`src/rtl/srg_pkg.sv`:
```
// Package: shared encodings for the sample-rate clock generator.
// Assumes: src_sel is decoded only through this type.
package srg_pkg;
    typedef enum logic [1:0] {
        SRC_INTERNAL = 2'b00,
        SRC_RX_PIN   = 2'b01,
        SRC_TX_PIN   = 2'b10,
        SRC_RESERVED = 2'b11
    } srg_src_e;
endpackage

```
`src/rtl/srg_pin_sync.sv`:
```
// Module: srg_pin_sync
// Brings one asynchronous pin into the system clock domain through a
// STAGES-deep flop chain and exposes the last synchronized level together
// with the level one cycle older, for edge detection downstream.
// Assumes: the pin stays stable for at least two system clock cycles.
module srg_pin_sync #(
    parameter int STAGES = 2
) (
    input  logic clk,
    input  logic rst_n,
    input  logic pin,
    output logic lvl_now,
    output logic lvl_prev
);
    localparam int CHAIN_W = STAGES + 1;

    logic [CHAIN_W-1:0] chain_q;

    // Shift the pin through the synchronizer and the history flop.
    always_ff @(posedge clk) begin
        if (!rst_n) begin
            chain_q <= '0;
        end else begin
            chain_q <= {chain_q[CHAIN_W-2:0], pin};
        end
    end

    assign lvl_now  = chain_q[STAGES-1];
    assign lvl_prev = chain_q[STAGES];
endmodule

```
`src/rtl/srg_tick_sel.sv`:
```
// Module: srg_tick_sel
// Picks the input tick from the internal clock or from the polarity-adjusted
// edge of one external pin, and qualifies frame-sync edges for resync.
// Assumes: pin levels come from srg_pin_sync, one cycle apart.
module srg_tick_sel
    import srg_pkg::*;
(
    input  logic [1:0] src_sel,
    input  logic       rx_pol,
    input  logic       tx_pol,
    input  logic       sync_en,
    input  logic       rx_now,
    input  logic       rx_prev,
    input  logic       tx_now,
    input  logic       tx_prev,
    input  logic       fs_now,
    input  logic       fs_prev,
    output logic       tick,
    output logic       sync_allow,
    output logic       resync_req
);
    logic rx_rise, rx_fall, tx_rise, tx_fall, fs_rise;

    // Edge detection on the synchronized levels.
    always_comb begin
        rx_rise = rx_now & ~rx_prev;
        rx_fall = ~rx_now & rx_prev;
        tx_rise = tx_now & ~tx_prev;
        tx_fall = ~tx_now & tx_prev;
        fs_rise = fs_now & ~fs_prev;
    end

    // Source and polarity selection; reserved code yields no ticks.
    always_comb begin
        case (srg_src_e'(src_sel))
            SRC_INTERNAL: tick = 1'b1;
            SRC_RX_PIN:   tick = rx_pol ? rx_rise : rx_fall;
            SRC_TX_PIN:   tick = tx_pol ? tx_fall : tx_rise;
            default:      tick = 1'b0;
        endcase
    end

    // Resync is honoured only when enabled with the receive pin as source.
    always_comb begin
        sync_allow = sync_en && (srg_src_e'(src_sel) == SRC_RX_PIN);
        resync_req = sync_allow && fs_rise;
    end
endmodule

```
`src/rtl/srg_divider.sv`:
```
// Module: srg_divider
// Down-counter divider: reloads with div_val at period start and shapes
// clkg so that the high phase is ceil(ratio/2) ticks. A pending resync
// forces a reload on the next tick and raises fsg with it.
// Assumes: tick is a single-cycle qualifier in the system clock domain.
module srg_divider #(
    parameter int DIV_W = 8
) (
    input  logic             clk,
    input  logic             rst_n,
    input  logic             tick,
    input  logic             sync_allow,
    input  logic             resync_req,
    input  logic [DIV_W-1:0] div_val,
    output logic             clkg,
    output logic             clkg_en,
    output logic             fsg
);
    localparam int EXT_W = DIV_W + 1;

    logic [DIV_W-1:0] cnt_q, dv_q, cnt_d, dv_d;
    logic [EXT_W-1:0] low_len;
    logic             pend_q, restart, reload, clkg_q, clkg_d, en_q, fsg_q;

    // Next-state for counter, latched ratio and clock level.
    always_comb begin
        restart = tick && sync_allow && (pend_q || resync_req);
        reload  = tick && ((cnt_q == '0) || restart);
        dv_d    = reload ? div_val : dv_q;
        cnt_d   = reload ? div_val : (cnt_q - 1'b1);
        low_len = ({1'b0, dv_d} + 1'b1) >> 1;
        clkg_d  = ({1'b0, cnt_d} >= low_len);
    end

    // Divider state advances only on input ticks.
    always_ff @(posedge clk) begin
        if (!rst_n) begin
            cnt_q  <= '0;
            dv_q   <= '0;
            clkg_q <= 1'b0;
        end else if (tick) begin
            cnt_q  <= cnt_d;
            dv_q   <= dv_d;
            clkg_q <= clkg_d;
        end
    end

    // Single-cycle period-start and restart strobes.
    always_ff @(posedge clk) begin
        if (!rst_n) begin
            en_q  <= 1'b0;
            fsg_q <= 1'b0;
        end else begin
            en_q  <= reload;
            fsg_q <= restart;
        end
    end

    // Remember a frame-sync edge until the next tick consumes it.
    always_ff @(posedge clk) begin
        if (!rst_n || !sync_allow) begin
            pend_q <= 1'b0;
        end else if (restart) begin
            pend_q <= 1'b0;
        end else if (resync_req) begin
            pend_q <= 1'b1;
        end
    end

    assign clkg    = clkg_q;
    assign clkg_en = en_q;
    assign fsg     = fsg_q;
endmodule

```
`src/rtl/srg_clkgen.sv`:
```
// Module: srg_clkgen (top)
// Sample-rate clock generator: synchronizes the external pins, selects the
// input tick and divides it into clkg / clkg_en, with optional resync.
// Assumes: system clock at least 4x faster than any external clock.
module srg_clkgen #(
    parameter int DIV_W       = 8,
    parameter int SYNC_STAGES = 2
) (
    input  logic             clk,
    input  logic             rst_n,
    input  logic [1:0]       src_sel,
    input  logic             rx_pol,
    input  logic             tx_pol,
    input  logic [DIV_W-1:0] div_val,
    input  logic             sync_en,
    input  logic             rx_clk_pin,
    input  logic             tx_clk_pin,
    input  logic             fsync_in,
    output logic             clkg,
    output logic             clkg_en,
    output logic             fsg
);
    localparam int N_PINS = 3;

    logic [N_PINS-1:0] pins, lvl_now, lvl_prev;
    logic              tick, sync_allow, resync_req;

    assign pins = {fsync_in, tx_clk_pin, rx_clk_pin};

    // One synchronizer per asynchronous pin: 0 rx, 1 tx, 2 frame-sync.
    for (genvar g = 0; g < N_PINS; g++) begin : g_pin
        srg_pin_sync #(.STAGES(SYNC_STAGES)) sync_i (
            .clk      (clk),
            .rst_n    (rst_n),
            .pin      (pins[g]),
            .lvl_now  (lvl_now[g]),
            .lvl_prev (lvl_prev[g])
        );
    end

    srg_tick_sel sel_i (
        .src_sel    (src_sel),
        .rx_pol     (rx_pol),
        .tx_pol     (tx_pol),
        .sync_en    (sync_en),
        .rx_now     (lvl_now[0]),
        .rx_prev    (lvl_prev[0]),
        .tx_now     (lvl_now[1]),
        .tx_prev    (lvl_prev[1]),
        .fs_now     (lvl_now[2]),
        .fs_prev    (lvl_prev[2]),
        .tick       (tick),
        .sync_allow (sync_allow),
        .resync_req (resync_req)
    );

    srg_divider #(.DIV_W(DIV_W)) div_i (
        .clk        (clk),
        .rst_n      (rst_n),
        .tick       (tick),
        .sync_allow (sync_allow),
        .resync_req (resync_req),
        .div_val    (div_val),
        .clkg       (clkg),
        .clkg_en    (clkg_en),
        .fsg        (fsg)
    );
endmodule

```
`config.mk`:
```
export PLATFORM = sky130hd
export DESIGN_NAME = srg_clkgen
export DESIGN_NICKNAME = d
export VERILOG_FILES = /design/src/rtl/srg_pkg.sv /design/src/rtl/srg_pin_sync.sv /design/src/rtl/srg_tick_sel.sv /design/src/rtl/srg_divider.sv /design/src/rtl/srg_clkgen.sv
export SDC_FILE = /design/constraint.sdc
export NUM_CORES = 1
export LEC_CHECK = 0
export ABC_CLOCK_PERIOD_IN_PS = 4300
export BUFFER_PORTS_ARGS = -buffer_cell sky130_fd_sc_hd__clkbuf_2
export CAP_MARGIN = 20
export CORE_UTILIZATION = 45
export CTS_CLUSTER_SIZE = 8
export DETAILED_ROUTE_END_ITERATION = 12
export GPL_ROUTABILITY_DRIVEN = 0
export GPL_TIMING_DRIVEN = 0
export PLACE_DENSITY = 0.72
export SETUP_SLACK_MARGIN = 0.02
export SYNTH_ARGS = -nofsm -noshare
export SYNTH_HDL_FRONTEND = slang
export SYNTH_SLANG_ARGS = --single-unit
```
`constraint.sdc`:
```
create_clock -name clk -period 4.3 [get_ports clk]
set_clock_uncertainty 0.15 [all_clocks]
set_input_delay 0 -clock clk [delete_from_list [all_inputs] [get_ports clk]]
set_output_delay 0 -clock clk [all_outputs]
set_load 0.02 [all_outputs]
```
# [Yosys cells after proc, flatten, opt, wreduce, memory -nomap -nowiden]
# Cells that the tools add are included.
[op_classes] add_sub_neg=2 order_cmp=1 n_eq_ne=2 muxes=5 bitwise=10 reduce_logical=13
[op_table] operator="$mux W8" count=2
[op_table] operator="$add A8 B1 Y9 const B" count=1
[op_table] operator="$ge A8 B8 Y1" count=1
[op_table] operator="$logic_not A8 Y1" count=1
[op_table] operator="$sub A8 B1 Y8 const B" count=1
[op_table] operator="$and A1 B1 Y1" count=5
[op_table] operator="$logic_and A1 B1 Y1" count=5
[op_table] operator="$not A1 Y1" count=5
[op_table] operator="$logic_or A1 B1 Y1" count=3
[op_table] operator="$pmux W1 S3" count=1
[op_table] operator="$eq A2 B1 Y1 const B" count=1
[op_table] operator="$eq A2 B2 Y1 const B" count=1
[op_table] operator="$logic_not A1 Y1" count=2
[op_table] operator="$logic_not A2 Y1" count=1
[op_table] operator="$mux W1" count=2
[op_table] operator="$reduce_or A2 Y1" count=1
[word_totals] regBits=29 input_bits=18 out_inout_bits=3 word_cells=42

# [Longest topological paths before layout]
# Gate-level depths: netlist of the first run.
[depth] word_depth=11 ltp_mapped=16 depth_no_buf=15

# [Modules after synthesis]
# From an unflattened synthesis of the first run, not the netlist that was laid out.
[unflattened] cells_unflattened=204 area_unflattened_um2=1699.1
[modules_own_cells] mod="srg_divider" instances=1 cells_each=177 area_each_um2=1392.6 seq_area_each_um2=400.4
[modules_own_cells] mod="srg_pin_sync" instances=3 cells_each=6 area_each_um2=78.8 seq_area_each_um2=60.1
[modules_own_cells] mod="srg_tick_sel" instances=1 cells_each=9 area_each_um2=70.1 seq_area_each_um2=0.0

# [Least setup slack after synthesis of the first run]
# OpenSTA, ideal clock, no wires.
[synth_path] path_kind="register to register" start="register div_i.cnt_q[0]" end="register div_i.clkg_q, in the netlist div_i.clkg" setup_time_ps=122 arrival_ps=2829 required_time_ps=4028 setup_slack_ps=1200 stages_incl_launch_ff=14 path_buffers=0 period_less_slack_ps=3100 path_cell_list="dfxtp_1 inv_1 ha_1 and4b_1 o22ai_4 mux2_2 ha_1 xor2_1 ha_1 a21oi_1 nor2b_1 o2111ai_1 a31oi_1 o311a_1"
[synth_between] elab_chain_len=6 word_cells_on_any_way=8 cone_classes="add/sub: 2; order compare: 1; mux: 2; reduce/logical: 3"
[synth_lines] element="from (decl)" line="srg_divider.sv:21" source="logic [DIV_W-1:0] cnt_q, dv_q, cnt_d, dv_d;"
[synth_lines] element="from (signal assigned)" line="srg_divider.sv:42" source="cnt_q <= cnt_d;"
[synth_lines] element="$logic_not A8 Y1" line="srg_divider.sv:28" source="reload = tick && ((cnt_q == '0) || restart);"
[synth_lines] element="$logic_or A1 B1 Y1" line="srg_divider.sv:28"
[synth_lines] element="$logic_and A1 B1 Y1" line="srg_divider.sv:28"
[synth_lines] element="$mux W8" line="srg_divider.sv:29" source="dv_d = reload ? div_val : dv_q;"
[synth_lines] element="via div_i.dv_d[0]" line="srg_divider.sv:21"
[synth_lines] element="$add A8 B1 Y9" line="srg_divider.sv:31" source="low_len = ({1'b0, dv_d} + 1'b1) >> 1;"
[synth_lines] element="$ge A8 B8 Y1" line="srg_divider.sv:32" source="clkg_d = ({1'b0, cnt_d} >= low_len);"
[synth_lines] element="to (signal assigned)" line="srg_divider.sv:44" source="clkg_q <= clkg_d;"
[synth_lines] element="to (decl)" line="srg_divider.sv:23" source="logic pend_q, restart, reload, clkg_q, clkg_d, en_q, fsg_q;"
# The timed path passes the listed nets, and every way through them passes these cells.
# A chain may end at the register's enable or synchronous reset.

# [Worst setup path after layout of the first run]
# Ends and elaborated chain as after synthesis.

==> results.yml, run 1 <==
synth:
  async_flop_share: 0
  synth_cell_types: 39
  syn_area_um2: 1650
  yosys.area_share.adder: 0.0758
  ys_seq_elements: 29
  synth_top_area_frac: 0.352
  synth_warnings: 0
  synth_cells: 177
  synthFlopType: "dfxtp_1"
  synth-edff-count: 0
  synth-compound-area-share: 0.0864
  synth_mux_area_frac: 0.155
  yosysTopAreaCell: "dfxtp_1"
  ys_top_cells_by_area: "dfxtp_1, mux2i_1, ha_1"
  syn_nets: 205
  synth_top_family_by_area: "simple AND/OR/NAND/NOR gates"
  ys_seq_area_frac: 0.352
  avgSynthCellArea_um2: 9.33
  synthSimpleGateAreaFrac: 0.227
  synth_xor_area_frac: 0.0742
detailed_routing:
  first_iter_violations: 87
  ant_nets: 0
  vias: 1318
  drc_errors: 0
  routed_via_density: 4.99
  firstDrtPassIters: 4
  totalWireLength_mm: 3.24
  wl_per_cell_um: 12.3
global_route:
  grt_usage: 0.185
  grt_pass1_wl_mm: 5.64
  grt_max_degree: 11
  grt_remaining_overflow: 0
  grt_pass1_vias: 1301
  grt_antenna_before_repair: 0
worst_hold_path:
  whs_path_depth: 4
  min_to: "div_i.fsg"
  hold_start: "src_sel[0]"
  min_path_type: "input port to flop"
sta:
  hold_ws_ns: 0.00981
  finalHoldViolCount: 0
  setup_viol: 0
  rsz0062_at_grt: "no"
  maxSlewHeadroom: 0.677
  fin_crit_sh: 0.823
  tns_ns: 0
  post-route-min-period_ns: 3.54
  slew_viol_final: 0
  worst_pin_slew_ns: 0.485
  fmax_mhz: 283
clock_network:
  clkTransAtPathRegs_ns: 0.10
  cts_root_buf: "clkbuf_4"
  cts.sinks: 29
  cts_made_buffers: 5
  worstSkewPairLatency_ns: 0.33
  max-clock-path-buffers: 2
  htreeDepth: 2
  tritoncts: "done"
power_and_ir_drop:
  powerDensity_nw_per_um2: 378
  swShare: 0.345
  max-vdd-ir-drop_uv: 194
  p_comb_frac: 0.378
  p_clk_frac: 0.212
  p_seq_frac: 0.410
  p_leak_nw: 0.864
  netSwitchingPower_mw: 0.260
  p_int_mw: 0.493
cells_and_area:
  final-seq-area_um2: 581
  drive_above_1_share: 0.216
  n_antenna_cell: 0
  final_common_cell: "dfxtp_1"
  nNetsFinal: 245
  multi_input_comb_area_um2: 1020
  fillers: 310
  final_cell_mix: "dfxtp_1, nor2_1, clkbuf_2, mux2i_1, dlygate4sd3_1"
  area_growth_pct: 20.8
setup_path:
  cp-end-kind: "flop"
  r2r_start: "div_i.cnt_q[0]"
  reg2reg_slack_ns: 0.76
  critPathSlowestCell: "dfxtp_1"
  required_ns: 4.37
  critical_path_class: "flop to flop"
  start_kind: "flop"
  crit_arrival_ns: 3.61
  r2r_cells: 16
  path_common_cell: "ha_1"
  worstPathCellList: "inv_1 > ha_1 > and4b_1 > o22ai_4 > buf_2 > nand2_1 > o21ai_0 > ha_1 > nand3_1 > xor2_1 > nand2_1 > o21ai_0 > ha_1 > o2111ai_1 > a31oi_1 > o311a_1"
  cp_max_fo: 10
  regToRegEndpoint: "div_i.clkg"
  cp_slowest_stage_delay_ns: 0.39
placement:
  dp_hpwl_mm: 2.46
  portBuffers: 20
floorplan:
  initial_utilization: 0.484
  die_y_um: 62.6
  row_count: 21
  die-width_um: 62.6
  io_pins: 21
  die_area_um2: 3920
  core-area_um2: 3420
job:
  drv_cap: 0
run_status:
  status: "finished clean"
cells by family after synthesis:
group | count (synthesis)
XOR/XNOR | 14
AND/OR/NAND/NOR | 73
adder cells (fa/ha/maj) | 10
buffers and inverters | 11
flip-flops | 29
AO/OA/AOI/OAI | 17
multiplexers | 23
routing by layer:
metal / up-vias / GRT usage / part of all wire
met5: - / 0 / 0
met4: 0 / 0.0872 / 0.014
met3: 5 / 0.0383 / 0.029
met2: 16 / 0.323 / 0.49
met1: 599 / 0.213 / 0.46
li1: 698 / - / -
critical path, delay by kind of cell (launching register included):
family / cells / cell delay [ns]
AO/OA/AOI/OAI: 6 / 1.01
XOR/XNOR: 1 / 0.15
adder cells (fa/ha/maj): 3 / 0.85
buffers and inverters: 2 / 0.38
flip-flops: 1 / 0.39
AND/OR/NAND/NOR: 4 / 0.49
metrics by stage:
step	util	power, mW	instances	instance area [µm²]	worst slack [ns]
6_report	0.584	0.754	264	1990	0.762
3_3_place_gp	0.530	0.582	243	1810	0.794
4_1_cts	0.584	0.761	264	1990	0.734
2_1_floorplan	-	0.522	177	1650	1.20
3_5_place_dp	0.530	0.591	243	1810	0.769
5_1_grt	0.584	0.806	264	1990	0.433
timing repair:
action	in CTS	in global routing
gates resized for setup	0	0
hold buffers	13	0
buffers inserted	0	0
hold endpoints to repair	19	0
power by group through the flow:
stage               clock network, mW  registers, mW  logic (mW)
floorplan                           0          0.315       0.208
global placement                    0          0.315       0.267
detailed placement                  0          0.316       0.275
CTS                             0.166          0.309       0.285
global route                    0.174          0.313       0.319
finish                          0.160          0.309       0.285
flip-flops by register name, summed over array words and instances, names as in the netlist:
signal	flops
div_i.fsg	1
div_i.dv_q	8
div_i.clkg	1
div_i.pend_q	1
div_i.cnt_q	8
div_i.clkg_en	1
g_pin.sync_i.chain_q	9
layout make-up:
cell class | count | share of cell area
plain buffers | 4 | 0.0119
clock buffers | 5 | 0.0188
clock inverters | 3 | 0.00878
inverters | 7 | 0.0132
multi-input cells | 137 | 0.512
flip-flops and latches | 29 | 0.291
well taps | 46 | 0.0289
repair buffers | 33 | 0.115
cells in the mapped netlist, types with 2 or more instances:
library cell	count
inv_1	6
ha_1	10
dfxtp_1	29
nand3_1	10
o21ai_0	5
nor2_1	24
nand2b_1	3
a211oi_1	2
xor2_1	6
nand3b_1	3
clkbuf_1	2
nand2_1	10
mux2_2	7
mux2i_1	14
nand4_1	2
and2_1	11
xnor2_1	8
a21oi_1	3
nor3_1	2
worst max-delay path by stage:
stage                         from         end  slack, ns  cells past startpoint
floorplan           div_i.cnt_q[0]  div_i.clkg       1.20                     13
global placement    div_i.cnt_q[0]  div_i.clkg       0.79                     16
detailed placement  div_i.cnt_q[0]  div_i.clkg       0.77                     16
CTS                 div_i.cnt_q[0]  div_i.clkg       0.73                     16
global route        div_i.cnt_q[0]  div_i.clkg       0.43                     16
finish              div_i.cnt_q[0]  div_i.clkg       0.76                     16
Note: power is estimated with default switching activity, not from simulation.
==> run 2: changes to the inputs <==
ABC_CLOCK_PERIOD_IN_PS = 3500   (was 4300)
clock period = 3.5 ns   (was 4.3 ns; I/O delays follow)
==> run 2 against run 1 <==
The run now ends with negative hold slack left. Sequential power grew 23%. Critical path depth shrank 1. Die area is the same. Via count grew 0.68%. Routed wire length grew 2.3%. Flip-flop and latch count is the same. First-iteration DRC count shrank 17%. Critical endpoint unchanged.
==> results.yml, run 2 (same netlist as run 1, synthesis figures left out) <==
placement:
  place_inst: 243
  dp_hpwl_mm: 2.46
  pre_cts_ws_ns: -0.0308
  portBuffers: 20
cells_and_area:
  multi_input_comb_area_um2: 1030
  area_growth_pct: 22.3
  n_antenna_cell: 0
  final-seq-area_um2: 582
  nNetsFinal: 247
  largest_reg_flops: 9
  final_common_cell: "dfxtp_1"
  fin_cells: 266
  reg.largest.list: "g_pin.sync_i.chain_q: 9 flops, div_i.cnt_q: 8 flops, div_i.dv_q: 8 flops"
  fillers: 309
  largest_register: "g_pin.sync_i.chain_q"
  final_cell_mix: "dfxtp_1, nor2_1, clkbuf_2, mux2i_1, dlygate4sd3_1"
  drive_above_1_share: 0.236
detailed_routing:
  routed_via_density: 4.99
  drc_errors: 0
  vias: 1327
  ant_nets: 0
  first_iter_violations: 72
  totalWireLength_mm: 3.31
  wl_per_cell_um: 12.5
  firstDrtPassIters: 4
sta:
  fin_crit_sh: 0.943
  hold_ws_ns: -0.0170
  maxSlewHeadroom: 0.688
  worst_pin_slew_ns: 0.467
  rsz0062_at_grt: "no"
  fmax_mhz: 303
  finalHoldViolCount: 1
  post-route-min-period_ns: 3.30
  slew_viol_final: 0
  fin_ws_ns: 0.201
  setup_viol: 0
clock_network:
  cts_made_buffers: 5
  cts.sinks: 29
  tritoncts: "done"
  cts_root_buf: "clkbuf_4"
  max-clock-path-buffers: 2
  clkTransAtPathRegs_ns: 0.10
  worstSkewPairLatency_ns: 0.33
  htreeDepth: 2
global_route:
  grt_usage: 0.184
  grt_pass1_vias: 1310
  grt_max_degree: 11
  grt_pass1_wl_mm: 5.62
  grt_antenna_before_repair: 0
  grt_remaining_overflow: 0
power_and_ir_drop:
  max-vdd-ir-drop_uv: 235
  powerDensity_nw_per_um2: 462
  p_leak_nw: 0.873
setup_path:
  crit_arrival_ns: 3.37
  r2r_start: "div_i.cnt_q[0]"
  reg2reg_slack_ns: 0.20
  r2r_cells: 15
  required_ns: 3.57
  cp-end-kind: "flop"
  critical_path_class: "flop to flop"
  regToRegEndpoint: "div_i.clkg"
  cp_max_fo: 10
  cp-startpoint: "div_i.cnt_q[0]"
  start_kind: "flop"
floorplan:
  die_y_um: 62.6
  die_area_um2: 3920
  initial_utilization: 0.484
  row_count: 21
  core-area_um2: 3420
  io_pins: 21
  die-width_um: 62.6
worst_hold_path:
  min_path_type: "input port to flop"
  hold_start: "div_val[1]"
  min_to: "div_i.dv_q[1]"
  whs_path_depth: 4
run_status:
  violations: "negative hold slack"
  status: "complete, but fails checks"
job:
  drv_cap: 0
==> run 2: changes by cell type in the layout (fill, tap and decap cells not counted), sizes merged <==
cell,before,now
buf,2,4
==> run 2: final cells by class <==
| class | instances | area share |
|---|---|---|
| clock inverter | 3 | 0.00867 |
| tap | 46 | 0.0285 |
| sequential | 29 | 0.288 |
| multi-input combinational | 137 | 0.509 |
| timing repair buffer | 35 | 0.121 |
| buffer | 4 | 0.0130 |
| clock buffer | 5 | 0.0186 |
| inverter | 7 | 0.0130 |
==> run 2: power by group <==
part | internal (mW) | leakage, nW | switching, mW
Clock | 0.0755 | 0.0310 | 0.120
Combinational | 0.179 | 0.605 | 0.177
Sequential | 0.357 | 0.238 | 0.0231
==> run 2: what timing repair did <==
| item | CTS | global route |
|---|---|---|
| setup endpoints to repair | 1 | 1 |
| hold buffers | 13 | 0 |
| pin swaps | 1 | 1 |
| gates resized for setup | 1 | 4 |
| setup buffers | 2 | 0 |
| endpoints found under the hold margin | 19 | 0 |
==> run 2: through the flow <==
step,cell area (µm²),power [mW],utilization,TNS [ns]
floorplan,1650,0.642,-,0
finish,2020,0.933,0.591,0
global placement,1810,0.715,0.530,-0.00593
global route,2020,0.999,0.591,0
detailed placement,1810,0.726,0.530,-0.0308
CTS,2010,0.941,0.589,0
==> run 2: worst max-delay path, stage by stage (launching register included) <==
cell and delay, ns:
dfxtp_2 0.35, inv_1 0.08, ha_1 0.23, and4b_1 0.29
o22ai_4 0.09, buf_4 0.18, buf_6 0.16, o21ai_2 0.14
ha_2 0.29, ha_1 0.26, nand2b_1 0.14, a21oi_1 0.14
nor2b_1 0.06, o2111ai_1 0.20, a31oi_1 0.13, o311a_1 0.30
==> run 2: layer usage <==
layer	GRT usage	share of wire
met1	0.213	0.43
met2	0.322	0.51
met3	0.0383	0.049
met4	0.0872	0.014
met5	0	0
==> run 2: how the worst max path moves through the flow <==
stage | end | slack [ns] | cells past startpoint
final | div_i.clkg | 0.20 | 15
after global placement | div_i.clkg | -0.006 | 16
after global routing | div_i.clkg | 0.03 | 14
after floorplan | div_i.clkg | 0.40 | 13
after detailed placement | div_i.clkg | -0.03 | 16
after CTS | div_i.clkg | 0.04 | 13
==> run 3: changes to the inputs <==
ABC_AREA = 1   (was not set)
PLACE_DENSITY = 0.71   (was 0.72)
==> run 3 against run 2 <==
The run still ends with negative hold slack left. Utilization down 1.5 points. Highest routed layer unchanged. Routed wire length up 3.5%. Area after synthesis up 5.2%. Sequential share of layout area down 1.5 points. Worst hold slack better by 0.015 ns. Global-route usage up 1.3 points. Worst setup slack better by 0.040 ns. Clock-buffer cell count up 1. Flip-flop and latch count unchanged.
==> results.yml, run 3 <==
floorplan:
  row_count: 22
  initial_utilization: 0.471
  core-area_um2: 3690
  die_area_um2: 4110
  die_y_um: 64.1
  die-width_um: 64.1
  io_pins: 21
detailed_routing:
  routed_via_density: 4.69
  ant_nets: 0
  drc_errors: 0
  wl_per_cell_um: 10.6
  first_iter_violations: 50
  firstDrtPassIters: 4
  totalWireLength_mm: 3.43
  vias: 1515
synth:
  synth_cell_types: 31
  syn_area_um2: 1740
  yosysTopAreaCell: "dfxtp_1"
  avgSynthCellArea_um2: 7.33
  synth_cells: 237
  synth_top_area_frac: 0.334
  syn_nets: 265
  synthFlopType: "dfxtp_1"
  ys_seq_elements: 29
  ys_seq_area_frac: 0.334
  ys_top_cells_by_area: "dfxtp_1, inv_1, nand2_1"
  async_flop_share: 0
  synth_common_cells: "inv_1, nand2_1, dfxtp_1, nor2_1, nand3_1"
  synth_warnings: 0
  synth-edff-count: 0
global_route:
  grt_max_degree: 11
  grt_pass1_wl_mm: 6.11
  grt_usage: 0.197
  grtUsageMet3: 0.0482
  grt_remaining_overflow: 0
  use_met2: 0.316
  grt_antenna_before_repair: 0
  grt.busiest_layer: "met2"
  grt_pass1_vias: 1453
  use_met1: 0.241
sta:
  fmax_mhz: 307
  slew_viol_final: 0
  rsz0062_at_grt: "no"
  setup_viol: 0
  post-route-min-period_ns: 3.26
  finalHoldViolCount: 1
  maxSlewHeadroom: 0.683
  hold_ws_ns: -0.00247
  fin_ws_ns: 0.240
  fin_crit_sh: 0.931
  tns_ns: 0
  worst_pin_slew_ns: 0.475
clock_network:
  cts_root_buf: "clkbuf_8"
  tritoncts: "done"
  cts_setup_buffers: 0
  worstSkewPairLatency_ns: 0.29
  max-clock-path-buffers: 2
  cts.sinks: 29
  htreeDepth: 2
  clkTransAtPathRegs_ns: 0.07
  cts_made_buffers: 5
setup_path:
  crit_arrival_ns: 3.33
  required_ns: 3.57
  critPathSlowestCell: "dlygate4sd3_1"
  reg2reg_slack_ns: 0.44
  r2r_start: "div_i.cnt_q[0]"
  cp_slowest_stage_delay_ns: 0.56
  start_kind: "input port"
  critical_path_class: "input port to flop"
  cp_max_fo: 10
  path_common_cell: "nand2_1"
  cp-end-kind: "flop"
  worstPathCellList: "dlygate4sd3_1 > clkbuf_2 > inv_1 > nor2_1 > dlygate4sd3_1 > o21ai_2 > nand2_4 > nand2_4 > buf_12 > nand2_1 > nand2_2 > ha_2 > nand4_1 > inv_1 > nand2_1 > ha_1 > nand2_1 > nor2_1 > nand4_1 > o2111ai_1 > nand2_1 > a21oi_1"
  regToRegEndpoint: "div_i.clkg"
  r2r_cells: 21
worst_hold_path:
  min_to: "div_i.cnt_q[4]"
  min_path_type: "input port to flop"
  hold_start: "div_val[4]"
  whs_path_depth: 4
cells_and_area:
  area_growth_pct: 22.3
  reg.largest.list: "g_pin.sync_i.chain_q: 9 flops, div_i.cnt_q: 8 flops, div_i.dv_q: 8 flops"
  largest_reg_flops: 9
  final_cell_mix: "inv_1, nand2_1, dfxtp_1, clkbuf_2, nor2_1"
  largest_register: "g_pin.sync_i.chain_q"
  nNetsFinal: 302
  n_antenna_cell: 0
  drive_above_1_share: 0.211
placement:
  portBuffers: 19
  pre_cts_ws_ns: 0.459
  dp_hpwl_mm: 2.59
power_and_ir_drop:
  max-vdd-ir-drop_uv: 264
  p_leak_nw: 1.12
  powerDensity_nw_per_um2: 489
job:
  drv_cap: 0
run_status:
  status: "complete, but fails checks"
  violations: "negative hold slack"
-- run 3: cell types whose count changed after synthesis, moves of 4 or more --
| cell | delta |
|---|---|
| mux2_2 | -7 |
| a21oi_1 | +8 |
| nand2_1 | +36 |
| inv_1 | +40 |
| o21ai_2 | +4 |
| nand2_2 | +7 |
| mux2i_1 | -14 |
| and2_1 | -11 |
| nor2_1 | -9 |
| nand2_4 | +5 |
| xnor2_1 | -7 |
-- run 3: layout make-up --
cell class,instances,area (µm²)
Fill cell,365,1560
Multi-Input combinational cell,152,925
Sequential cell,29,581
Timing Repair Buffer,30,205
Inverter,50,188
Clock buffer,6,82.6
Tap cell,48,60.1
Buffer,6,46.3
Clock inverter,2,37.5
-- run 3: worst max-delay path by stage --
stage,from,end,cells past startpoint
global route,sync_en,div_i.clkg,22
CTS,sync_en,div_i.clkg,22
finish,sync_en,div_i.clkg,22
detailed placement,div_i.cnt_q[1],div_i.clkg,20
global placement,div_i.cnt_q[1],div_i.clkg,20
floorplan,div_i.cnt_q[0],div_i.clkg,20
-- run 3: timing repair --
| action | in CTS | in global routing |
|---|---|---|
| hold endpoints to repair | 17 | 0 |
| gates resized for setup | 0 | 1 |
| endpoints found under the setup margin | 0 | 1 |
| hold buffers | 11 | 0 |
-- run 3: kinds of logic after synthesis --
kind of cell | synth area share
AO/OA/AOI/OAI | 0.124
XOR/XNOR | 0.0403
adder cells (fa/ha/maj) | 0.0720
buffers and inverters | 0.135
flip-flops | 0.334
AND/OR/NAND/NOR | 0.295
-- run 3: critical path, delay by kind of cell --
kind / cells / cell delay, ns
buffers and inverters: 6 / 1.44
and+or+nand+nor: 11 / 1.02
adders and majority gates: 2 / 0.51
AOI/OAI and AO/OA: 3 / 0.36
-- run 3: layer usage --
metal  routed length, µm  vias up
met1                1630      667
met3                 167        8
met2                1540       30
met5                   0        -
met4                  84        0
li1                    -      810
-- run 3: metrics by stage --
stage | hold WS (ns) | area (µm²) | util | power, mW | instances
floorplan | -0.0524 | 1740 | - | 0.601 | 237
global placement | 0.0301 | 1890 | 0.513 | 0.654 | 304
detailed placement | 0.0358 | 1890 | 0.513 | 0.663 | 304
CTS | 0.000320 | 2120 | 0.575 | 1.05 | 323
global route | 0.0492 | 2120 | 0.576 | 1.11 | 323
finish | -0.00247 | 2120 | 0.576 | 1.04 | 323
-- run 3: where the power goes --
part	internal [mW]	total, mW	leakage [nW]	switching (mW)
Clock	0.231	0.370	0.0574	0.139
Sequential	0.352	0.364	0.238	0.0112
Combinational	0.124	0.305	0.825	0.181
